### config.mk
export PLATFORM = sky130hd
export DESIGN_NAME = paged_window_dec
export DESIGN_NICKNAME = d
export VERILOG_FILES = /design/src/rtl/pwd_pkg.sv /design/src/rtl/pwd_ctrl_reg.sv /design/src/rtl/pwd_addr_map.sv /design/src/rtl/pwd_rd_return.sv /design/src/rtl/paged_window_dec.sv
export SDC_FILE = /design/constraint.sdc
export NUM_CORES = 1
export LEC_CHECK = 0
export BUFFER_PORTS_ARGS = -buffer_cell sky130_fd_sc_hd__buf_2
export CORE_MARGIN = 8
export CORE_UTILIZATION = 40
export DETAILED_ROUTE_END_ITERATION = 6
export HOLD_SLACK_MARGIN = 0.02
export PLACE_DENSITY = 0.89
export SLEW_MARGIN = 20
export SYNTH_ARGS = -nofsm -noshare
export SYNTH_HDL_FRONTEND = slang
export SYNTH_HIERARCHICAL = 1
export SYNTH_SLANG_ARGS = --single-unit
### constraint.sdc
create_clock -name clk -period 1.8 [get_ports clk]
set_input_delay 0.36 -clock clk [delete_from_list [all_inputs] [get_ports clk]]
set_output_delay 0.36 -clock clk [all_outputs]
set_load 0.02 [all_outputs]
### src/rtl/pwd_pkg.sv
`timescale 1ns/1ps
// Package: shared decode type for the paged register window decoder.
// Assumes: every software access falls in exactly one decode class.
package pwd_pkg;
    typedef enum logic [1:0] {
        ACC_IDLE = 2'd0,
        ACC_CTRL = 2'd1,
        ACC_WIN  = 2'd2,
        ACC_PASS = 2'd3
    } acc_kind_e;
endpackage

### src/rtl/pwd_ctrl_reg.sv
`timescale 1ns/1ps
// Module: pwd_ctrl_reg
// Holds the page-select field and the path-enable bits of the control register.
// Assumes: wr_en is a single-cycle strobe; only the stored fields are presented
// on the inputs, so bits outside them cannot be stored at all.
module pwd_ctrl_reg #(
    parameter int PAGE_W = 6,
    parameter int NUM_EN = 2
) (
    input  logic              clk,
    input  logic              rst_n,
    input  logic              wr_en,
    input  logic [PAGE_W-1:0] wr_page,
    input  logic [NUM_EN-1:0] wr_en_bits,
    output logic [PAGE_W-1:0] page_q,
    output logic [NUM_EN-1:0] en_q
);

    // Page field storage: cleared by reset, replaced on a control write.
    always_ff @(posedge clk) begin
        if (!rst_n) begin
            page_q <= '0;
        end else if (wr_en) begin
            page_q <= wr_page;
        end
    end

    // One flop per enable bit, so each enable can be placed next to the logic it feeds.
    for (genvar i = 0; i < NUM_EN; i++) begin : g_en
        // Per-bit path enable: cleared by reset, loaded on a control write.
        always_ff @(posedge clk) begin
            if (!rst_n) begin
                en_q[i] <= 1'b0;
            end else if (wr_en) begin
                en_q[i] <= wr_en_bits[i];
            end
        end
    end

endmodule

### src/rtl/pwd_addr_map.sv
`timescale 1ns/1ps
// Module: pwd_addr_map
// Classifies a software address and forms the register-file address.
// Assumes: the window is aligned to 2**INPAGE_W bytes and M_AW = PAGE_W + INPAGE_W.
module pwd_addr_map
    import pwd_pkg::*;
#(
    parameter int                S_AW      = 12,
    parameter int                PAGE_W    = 6,
    parameter int                INPAGE_W  = 10,
    parameter int                M_AW      = PAGE_W + INPAGE_W,
    parameter logic [S_AW-1:0]   CTRL_ADDR = 12'h808,
    parameter logic [S_AW-1:0]   WIN_BASE  = 12'hC00
) (
    input  logic              s_req,
    input  logic [S_AW-1:0]   s_addr,
    input  logic [PAGE_W-1:0] page,
    output acc_kind_e         kind,
    output logic [M_AW-1:0]   m_addr
);

    localparam int TAG_W = S_AW - INPAGE_W;
    localparam logic [TAG_W-1:0] WIN_TAG = WIN_BASE[S_AW-1:INPAGE_W];

    logic            in_window;
    logic [M_AW-1:0] pass_addr;
    logic [M_AW-1:0] win_addr;

    // Window hit: upper address bits equal the window's tag.
    always_comb begin
        in_window = (s_addr[S_AW-1:INPAGE_W] == WIN_TAG);
    end

    // Pass-through address: widen or narrow to the register-file width.
    if (M_AW > S_AW) begin : g_widen
        always_comb pass_addr = {{(M_AW-S_AW){1'b0}}, s_addr};
    end else begin : g_narrow
        always_comb pass_addr = s_addr[M_AW-1:0];
    end

    // Window address: page on top, in-page offset below.
    always_comb begin
        win_addr = {page, s_addr[INPAGE_W-1:0]};
    end

    // Access class, with the control register taking precedence.
    always_comb begin
        if (!s_req) begin
            kind = ACC_IDLE;
        end else if (s_addr == CTRL_ADDR) begin
            kind = ACC_CTRL;
        end else if (in_window) begin
            kind = ACC_WIN;
        end else begin
            kind = ACC_PASS;
        end
    end

    // Output address chosen from the class.
    always_comb begin
        m_addr = (kind == ACC_WIN) ? win_addr : pass_addr;
    end

endmodule

### src/rtl/pwd_rd_return.sv
`timescale 1ns/1ps
// Module: pwd_rd_return
// Registers read data toward software, one cycle after the read request.
// Assumes: the register file returns m_rdata combinationally in the request cycle.
module pwd_rd_return #(
    parameter int DW = 32
) (
    input  logic          clk,
    input  logic          rst_n,
    input  logic          rd_fire,
    input  logic          sel_local,
    input  logic [DW-1:0] local_data,
    input  logic [DW-1:0] file_data,
    output logic          s_rvalid,
    output logic [DW-1:0] s_rdata
);

    // Valid strobe: high for exactly the cycle after each read request.
    always_ff @(posedge clk) begin
        if (!rst_n) begin
            s_rvalid <= 1'b0;
        end else begin
            s_rvalid <= rd_fire;
        end
    end

    // Data capture: take local or file data on a read, else hold.
    always_ff @(posedge clk) begin
        if (!rst_n) begin
            s_rdata <= '0;
        end else if (rd_fire) begin
            s_rdata <= sel_local ? local_data : file_data;
        end
    end

endmodule

### src/rtl/paged_window_dec.sv
`timescale 1ns/1ps
// Module: paged_window_dec (top)
// Software-facing register slave that redirects a fixed window to a selectable
// page of a larger register file and forwards all other addresses unchanged.
// Assumes: single-cycle requests, a combinational register-file read, and
// PAGE_LSB + PAGE_W <= DW with NUM_EN <= PAGE_LSB.
module paged_window_dec
    import pwd_pkg::*;
#(
    parameter int              DW        = 32,
    parameter int              S_AW      = 12,
    parameter int              PAGE_W    = 6,
    parameter int              INPAGE_W  = 10,
    parameter int              PAGE_LSB  = 13,
    parameter int              NUM_EN    = 2,
    parameter logic [S_AW-1:0] CTRL_ADDR = 12'h808,
    parameter logic [S_AW-1:0] WIN_BASE  = 12'hC00
) (
    input  logic                         clk,
    input  logic                         rst_n,
    input  logic                         s_req,
    input  logic                         s_we,
    input  logic [S_AW-1:0]              s_addr,
    input  logic [DW-1:0]                s_wdata,
    output logic                         s_rvalid,
    output logic [DW-1:0]                s_rdata,
    output logic                         m_req,
    output logic                         m_we,
    output logic [PAGE_W+INPAGE_W-1:0]   m_addr,
    output logic [DW-1:0]                m_wdata,
    input  logic [DW-1:0]                m_rdata,
    output logic [NUM_EN-1:0]            pio_en
);

    localparam int M_AW = PAGE_W + INPAGE_W;

    acc_kind_e         kind;
    logic [PAGE_W-1:0] page_q;
    logic [NUM_EN-1:0] en_q;
    logic [DW-1:0]     ctrl_word;
    logic              ctrl_wr;
    logic              rd_fire;

    pwd_addr_map #(
        .S_AW      (S_AW),
        .PAGE_W    (PAGE_W),
        .INPAGE_W  (INPAGE_W),
        .M_AW      (M_AW),
        .CTRL_ADDR (CTRL_ADDR),
        .WIN_BASE  (WIN_BASE)
    ) u_map (
        .s_req  (s_req),
        .s_addr (s_addr),
        .page   (page_q),
        .kind   (kind),
        .m_addr (m_addr)
    );

    // Control-register write strobe and read strobe toward the return path.
    always_comb begin
        ctrl_wr = (kind == ACC_CTRL) && s_we;
        rd_fire = (kind != ACC_IDLE) && !s_we;
    end

    pwd_ctrl_reg #(
        .PAGE_W (PAGE_W),
        .NUM_EN (NUM_EN)
    ) u_ctrl (
        .clk        (clk),
        .rst_n      (rst_n),
        .wr_en      (ctrl_wr),
        .wr_page    (s_wdata[PAGE_LSB +: PAGE_W]),
        .wr_en_bits (s_wdata[NUM_EN-1:0]),
        .page_q     (page_q),
        .en_q       (en_q)
    );

    // Control word as software sees it: stored fields in place, zeros elsewhere.
    always_comb begin
        ctrl_word = '0;
        ctrl_word[PAGE_LSB +: PAGE_W] = page_q;
        ctrl_word[NUM_EN-1:0]         = en_q;
    end

    // Forwarding to the register file for window and pass-through classes.
    always_comb begin
        m_req   = (kind == ACC_WIN) || (kind == ACC_PASS);
        m_we    = m_req && s_we;
        m_wdata = s_wdata;
        pio_en  = en_q;
    end

    pwd_rd_return #(
        .DW (DW)
    ) u_ret (
        .clk        (clk),
        .rst_n      (rst_n),
        .rd_fire    (rd_fire),
        .sel_local  (kind == ACC_CTRL),
        .local_data (ctrl_word),
        .file_data  (m_rdata),
        .s_rvalid   (s_rvalid),
        .s_rdata    (s_rdata)
    );

endmodule

* Word level (Yosys, flattened, before mapping) *
Cells that the tools add are included.
Widths: inputs -> output; s select.

operators by class
  equal/unequal tests = 5
  muxes and demuxes = 5
  reduce and logical (&&, ||, !) cells = 6

operators by type and width
  kind                  number
  $mux 32               1
  $mux 16               1
  $eq 12x12->1 const B  1
  $eq 2x2->1 const B    3
  $mux 2                2
  $logic_and 1x1->1     3
  $eq 2x1->1 const B    1
  $reduce_bool 2->1     1
  $logic_not 1->1       1
  $logic_or 1x1->1      1
  $mux 1                1

word-level totals
  bits in registers = 41
  bits of input ports = 80
  output and inout port bits = 85
  logic and storage cells = 21

* Depth between registers and ports, before layout *
Gate-level depths: netlist of the first run.

  depth after elaboration = 7
  depth in mapped cells = 7
  mapped depth without buffers = 5

* Cells and area by module *
The synthesis of the first run kept the hierarchy.

modules (own cells, without submodules)
  module            times used  cells each  area each (um^2)  seq. area each (um^2)
  pwd_rd_return     1           144         1,423.9           660.6
  pwd_ctrl_reg      1           25          301.5             160.2
  paged_window_dec  1           38          280.3             0.0
  pwd_addr_map      1           25          168.9             0.0

* Worst setup path before layout of the first run *
No wires, ideal clock.

  path kind = input -> register
  from = input s_addr[4]
  to = register u_ret.s_rdata[24]
  setup time = 0.133 ns
  arrival = 1.514 ns
  data required time = 1.667 ns
  slack = 0.153 ns
  stages on the path = 7
  path buffers = 2
  path through = nor4b_1 a31oi_1 o21ba_2 buf_4 buf_2 o21ai_0 a21oi_1

between the ends
  cells in the longest elaborated chain, start to end = 5
  elaborated cells on any way between the ends = 7
  classes of those cells = eq/ne (2); mux (3); reduce/logical (2)

RTL lines
  item                  line                    text
  from (decl)           paged_window_dec.sv:23  input logic [S_AW-1:0] s_addr,
  $eq 12x12->1          pwd_addr_map.sv:50      end else if (s_addr == CTRL_ADDR) begin
  $mux 2                pwd_addr_map.sv:50
  $mux 2                pwd_addr_map.sv:48      if (!s_req) begin
  via kind[1]           paged_window_dec.sv:37  acc_kind_e kind;
  $reduce_bool 2->1     paged_window_dec.sv:62  rd_fire = (kind != ACC_IDLE) && !s_we;
  $logic_and 1x1->1     paged_window_dec.sv:62
  via rd_fire           paged_window_dec.sv:42  logic rd_fire;
  to (signal assigned)  pwd_rd_return.sv:32     s_rdata <= sel_local ? local_data : file_data;
  to (decl)             pwd_rd_return.sv:15     output logic [DW-1:0] s_rdata

The timed path passes the listed nets, and every way through them passes these cells.
A chain may end at the register's enable or synchronous reset.

* Final worst setup path of the first run *
  from = input s_addr[2]
  to = output m_we

between the ends
  cells in the longest elaborated chain, start to end = 6
  elaborated cells on any way between the ends = 7
  classes of those cells = eq/ne (3); mux (2); reduce/logical (2)

RTL lines
  item                   line                    text
  $eq 12x12->1 (*)       pwd_addr_map.sv:50
  $mux 2 (*)             pwd_addr_map.sv:50
  $mux 2 (*)             pwd_addr_map.sv:48
  $eq 2x2->1             paged_window_dec.sv:87  m_req = (kind == ACC_WIN) || (kind == ACC_PASS);
  $logic_or 1x1->1 (*)   paged_window_dec.sv:87
  $logic_and 1x1->1 (*)  paged_window_dec.sv:88  m_we = m_req && s_we;
  to (decl)              paged_window_dec.sv:28  output logic m_we,

Every way passes the cells marked *; elsewhere a longest branch is shown, timed or not.

==> metrics.cfg, run 1 <==
[synthesis]
ys_seq_area_share_pct=37.7
netlist_area_mm2=0.00217
synth_largest_area_cell=dfxtp_1
yosys.area.top_type_share_pct=37.7
yosysWarningCount=6
syn_inst=232
synth_xor_area_share_pct=0
yosysUniqueCellTypes=22
muxShareOfSynthArea_pct=18.4
yosys.area_share.adder_pct=0
synthTopCellsByArea=dfxtp_1 38%, mux2i_1 18%, buf_4 15%, a21oi_1 7.6%, o21ai_0 7.4%
synth_simple_gate_area_share_pct=6.56
synth_compound_area_share_pct=16.4
avgSynthCellArea_um2=9.37
synth_top_family_by_area=buffers and inverters
synth_seq_cells=41

[flow_run]
maxCapViolCount=0

[power_and_ir_drop]
power.total_w=0.00226
powerDensity_mw_per_mm2=805
ir_worst_vdd_v=0.000420
p_leak_nw=1.34

[finish]
final_common_cell=buf_2
nets=411
antenna_cells=0
layout_common_cells=115 x buf_2, 41 x dfxtp_1, 40 x mux2i_1
final_util_pct=52.3
synthToLayoutAreaGrowth_pct=29.1
fillers=486
fin_area_mm2=0.00281
drive_gt1_share_pct=42.8

[setup_path]
startpoint=s_addr[2]
cp-end-kind=output port
worstSetupPathType=in -> out
rr_worst_depth=2
r2r_setup_slack_ns=1.12
crit_path_end=m_we
crit_fanout=5
reg2reg_to=u_ret/s_rdata[12]
arrival_ns=1.39
cp-start-kind=input port
timing.rr.start=u_ret/s_rdata[12]
critPathRequiredTime_ns=1.44

[status]
outcome=completed

[min_path]
hold_path_class=in -> reg
min_from=s_wdata[15]

[placed_design]
place_congestion=0.816
io_buffers=116
dp_hpwl_mm=4.67
place_area_mm2=0.00265

[die]
start_util_pct=40.5
dieArea_mm2=0.00805
pin_count=165
rows=27
die_y_um=89.7
die_x_um=89.7
coreArea_mm2=0.00537

[clocking]
clockRootBuffer=clkbuf_8
cts_hold_buf=0
cts_tree=built
clock_latency_ns=0.28
cts_made_buffers=5
cts_setup_buffers=0
clk_pin_slew_worst_paths_ns=0.08
clock-sinks=41
clockBufferDepth=2
cts_max_level=2

[detailed_routing]
routed_wl_mm=6.03
vias=1898
drtPass1Iterations=4
ant_nets=0
drc=0
viasPerCell=4.70
wl_per_cell_um=14.9
drtIter0Drc=103

[global_routing]
grtUsageTotal_pct=14.5
grt_max_degree=42
grt_pass1_vias=2058
antenna_found_initial=0
grt.overflow.total=0
grt_pass1_wl_mm=9.80

[sta]
worstMarginPinSlew_ns=0.594
finClkSkew_ns=0.00130
slew_headroom_pct=60.4
period_needed_ns=1.75
fin_crit_sh_pct=97.2
hold_violations=0
rsz0062_at_grt=no
final-max-slew-violation-count=0
setup_viol=0
fmax_mhz=571

worst min-delay path by stage:
stage	end	slack [ns]	cells after the start
finish	u_ctrl/page_q[2]	0.35	3
global route	u_ctrl/page_q[2]	0.35	3
CTS	u_ctrl/page_q[5]	0.34	3
detailed placement	u_ret/s_rdata[1]	0.50	2
global placement	u_ret/s_rdata[26]	0.50	2
floorplan	u_ctrl/en_q[0]	0.49	1
power by group:
group	total (W)	switching [W]	internal, W
Sequential	0.00100	0.0000304	0.000971
Combinational	0.000511	0.000299	0.000212
Clock	0.000750	0.000298	0.000452
Total	0.00226	0.000627	0.00163
sequential cells by signal, indices dropped and copies added (netlist names):
register / flops
u_ret/s_rdata: 32
u_ctrl/page_q: 6
u_ret/s_rvalid: 1
u_ctrl/en_q: 2
area by class of cell:
class                      instances  area, µm²  share of cell area (%)
sequential                        41        821                    29.2
multi-input combinational        155       1050                    37.3
tap                               72       90.1                    3.21
inverter                           1       3.75                   0.134
clock inverter                     1       30.0                    1.07
clock buffer                       7       86.3                    3.07
timing repair buffer             127        728                    25.9
cell usage after synthesis (all sizes together):
cell type   n
and2        6
dfxtp      41
a21oi      33
nor4        1
nand2       2
inv         1
clkbuf      7
buf        51
nor2b       9
nor4b       2
a31oi       1
and3        1
mux2i      40
o21ai      32
and3b       1
o21a        2
o21ba       1
conb        1
through the flow:
step | instances | hold slack, ns | TNS (ns) | worst slack [ns]
finish | 404 | 0.353 | 0 | 0.0495
global route | 404 | 0.348 | 0 | 0.0162
floorplan | 255 | 0.488 | 0 | 0.153
global placement | 397 | 0.499 | -4.97 | -0.165
CTS | 404 | 0.340 | 0 | 0.0601
detailed placement | 397 | 0.505 | -7.39 | -0.230
kinds of logic (layout without fill, tap and decap cells):
kind of cell | Yosys count | in the layout
buf+inv | 59 | 136
flops | 41 | 41
mux | 40 | 40
compound gates | 69 | 69
simple gates | 22 | 22
other cells | 1 | 24
timing repair:
item	4_1_cts	5_1_grt
endpoints found under the setup margin	2	1
resized for setup	7	1
hold endpoints to repair	0	0
pin swaps	1	0
critical path: stages:
cell and delay (ns):
buf_2 0.12, nor4b_4 0.27, buf_4 0.16, a31oi_4 0.12, and2_2 0.20, buf_4 0.15
layer usage:
metal  up-vias  global-route usage [%]  part of all wire (%)
li1        940                       -                     -
met2        83                    27.5                    53
met3        11                    5.40                   8.4
met1       864                    13.7                    38
met5         -                       0                     0
met4         0                    5.36                   1.2
No activity file was read; power rests on OpenSTA's default activity.
==> run 2, diff against run 1 <==
--- a/config.mk
+++ b/config.mk
@@ -7,10 +7,10 @@
 export LEC_CHECK = 0
 export BUFFER_PORTS_ARGS = -buffer_cell sky130_fd_sc_hd__buf_2
 export CORE_MARGIN = 8
-export CORE_UTILIZATION = 40
+export CORE_UTILIZATION = 43
 export DETAILED_ROUTE_END_ITERATION = 6
 export HOLD_SLACK_MARGIN = 0.02
-export PLACE_DENSITY = 0.89
+export PLACE_DENSITY = 0.94
 export SLEW_MARGIN = 20
 export SYNTH_ARGS = -nofsm -noshare
 export SYNTH_HDL_FRONTEND = slang
==> constraint.sdc (replaced) <==
create_clock -name clk -period 2.2 [get_ports clk]
set_input_delay 0.44 -clock clk [delete_from_list [all_inputs] [get_ports clk]]
set_output_delay 0.44 -clock clk [all_outputs]
set_load 0.02 [all_outputs]
==> run 2 against run 1 <==
Highest routed layer unchanged. Hold slack improved by 0.077 ns. Non-clock buffer count shrank 7. Power shrank 16%. Die area shrank 5.7%. Clock skew up 0.0031 ns. Critical endpoint unchanged. Largest power group unchanged. Global-route usage up 0.086 points. Sequential power is 18% lower.
==> metrics.cfg, run 2 (synthesis results as in run 1) <==
[setup_path]
cp-end-kind=output port
rr_worst_depth=2
cp-start-kind=input port
path_cells=buf_2, nor4b_1, a31oi_1, and2_2, buf_2
cp_top_family=simple AND/OR/NAND/NOR gates
arrival_ns=1.72
slowest_stage=nor4b_1
timing.rr.start=u_ret/s_rdata[12]
reg2reg_to=u_ret/s_rdata[12]
r2r_setup_slack_ns=1.52
crit_top_cell=buf_2
critPathMaxStageDelay_ns=0.46
critPathRequiredTime_ns=1.76
worstSetupPathType=in -> out
crit_fanout=5
crit_buf_inv=2

[finish]
antenna_cells=0
largestRegisters=u_ret/s_rdata x32, u_ctrl/page_q x6, u_ctrl/en_q x2
multi_input_area_um2=997
final_common_cell=buf_2
nets=404
fillers=478
regMostFlops=u_ret/s_rdata
drive_gt1_share_pct=40.6
finalNonFillerCells=395
synthToLayoutAreaGrowth_pct=23.2
seq_area_um2=821
largest_reg_flops=32
layout_common_cells=116 x buf_2, 41 x dfxtp_1, 40 x mux2i_1

[sta]
period_needed_ns=2.16
hold-worst-slack_ns=0.430
fmax_mhz=463
finClkSkew_ns=0.00445
worstMarginPinSlew_ns=0.586
final-max-slew-violation-count=0
final.setup.tns_ns=0
fin_crit_sh_pct=98.2
rsz0062_at_grt=no
slew_headroom_pct=60.9
setup_viol=0
hold_violations=0

[global_routing]
grt_max_degree=66
grt_pass1_vias=1879
grt_pass1_wl_mm=8.69
antenna_found_initial=0
grt.overflow.total=0
grtUsageTotal_pct=14.6

[detailed_routing]
drc=0
wl_met1_mm=2.17
drtPass1Iterations=4
viasPerCell=4.73
wl_per_cell_um=14.7
met2WireLength_mm=2.86
routed_wl_mm=5.82
vias=1869
wl_met3_um=656
drtIter0Drc=120
ant_nets=0
top_layer=met4

[clocking]
clock_latency_ns=0.28
clock-sinks=41
cts_max_level=2
cts_made_buffers=5
clockRootBuffer=clkbuf_8
cts_setup_buffers=0
clockBufferDepth=2
cts_tree=built
clk_pin_slew_worst_paths_ns=0.07
cts_hold_buf=0
cts_resized=0

[power_and_ir_drop]
powerDensity_mw_per_mm2=713
ir_worst_vdd_v=0.000407
p_leak_nw=1.29
power.total_w=0.00191

[min_path]
hold-path-endpoint=u_ctrl/page_q[3]
min_from=s_wdata[16]
hold_path_class=in -> reg
whs_path_depth=3

[die]
coreArea_mm2=0.00498
rows=26
start_util_pct=43.7
die_x_um=87.1
die_y_um=87.1
dieArea_mm2=0.00759
pin_count=165

[status]
outcome=completed

[placed_design]
io_buffers=116
place_congestion=0.801
dp_hpwl_mm=4.50
place_inst=387

[flow_run]
maxCapViolCount=0

## run 2: cell types whose count changed in the layout (fill, tap and decap cells not counted), sizes merged
cell    previous run  this run
buf              127       120
bufinv             1         2
clkbuf             7         5
clkinv             0         1
## run 2: area by class of cell
cell class,count,area share [%]
Sequential cell,41,30.6
Tap cell,70,3.27
Clock inverter,3,2.43
Multi-Input combinational cell,155,37.2
Inverter,1,0.140
Clock buffer,5,2.57
Timing Repair Buffer,120,23.7
## run 2: per-stage QoR
stage               util (%)  area (µm²)  setup slack, ns
floorplan                  -        2260            0.473
global placement        51.1        2540            0.190
detailed placement      51.1        2540           0.0394
CTS                     53.8        2680           0.0855
global route            53.8        2680           0.0467
finish                  53.8        2680           0.0406
## run 2: metal layers
layer | global-route usage (%) | vias up
li1 | - | 921
met1 | 13.4 | 845
met2 | 26.4 | 89
met3 | 6.98 | 14
met4 | 6.72 | 0
met5 | 0 | -
## run 2: power breakdown
group	internal [W]	total, W	switching [W]
sequential	0.000794	0.000819	0.0000251
combinational	0.000155	0.000390	0.000235
clock	0.000451	0.000700	0.000249
## run 2: how the worst max path moves through the flow
| stage | cells after the start | start | endpoint |
|---|---|---|---|
| 6_report | 5 | s_addr[4] | m_we |
| 5_1_grt | 5 | s_addr[4] | m_we |
| 4_1_cts | 5 | s_addr[4] | m_we |
| 3_5_place_dp | 7 | s_addr[4] | u_ret/s_rdata[29] |
| 3_3_place_gp | 7 | s_addr[4] | u_ret/s_rdata[0] |
| 2_1_floorplan | 7 | s_addr[4] | u_ret/s_rdata[24] |
## run 2: worst min-delay path: stages
cell and delay (ns):
buf_2 0.08, mux2i_1 0.06, nor2b_1 0.09
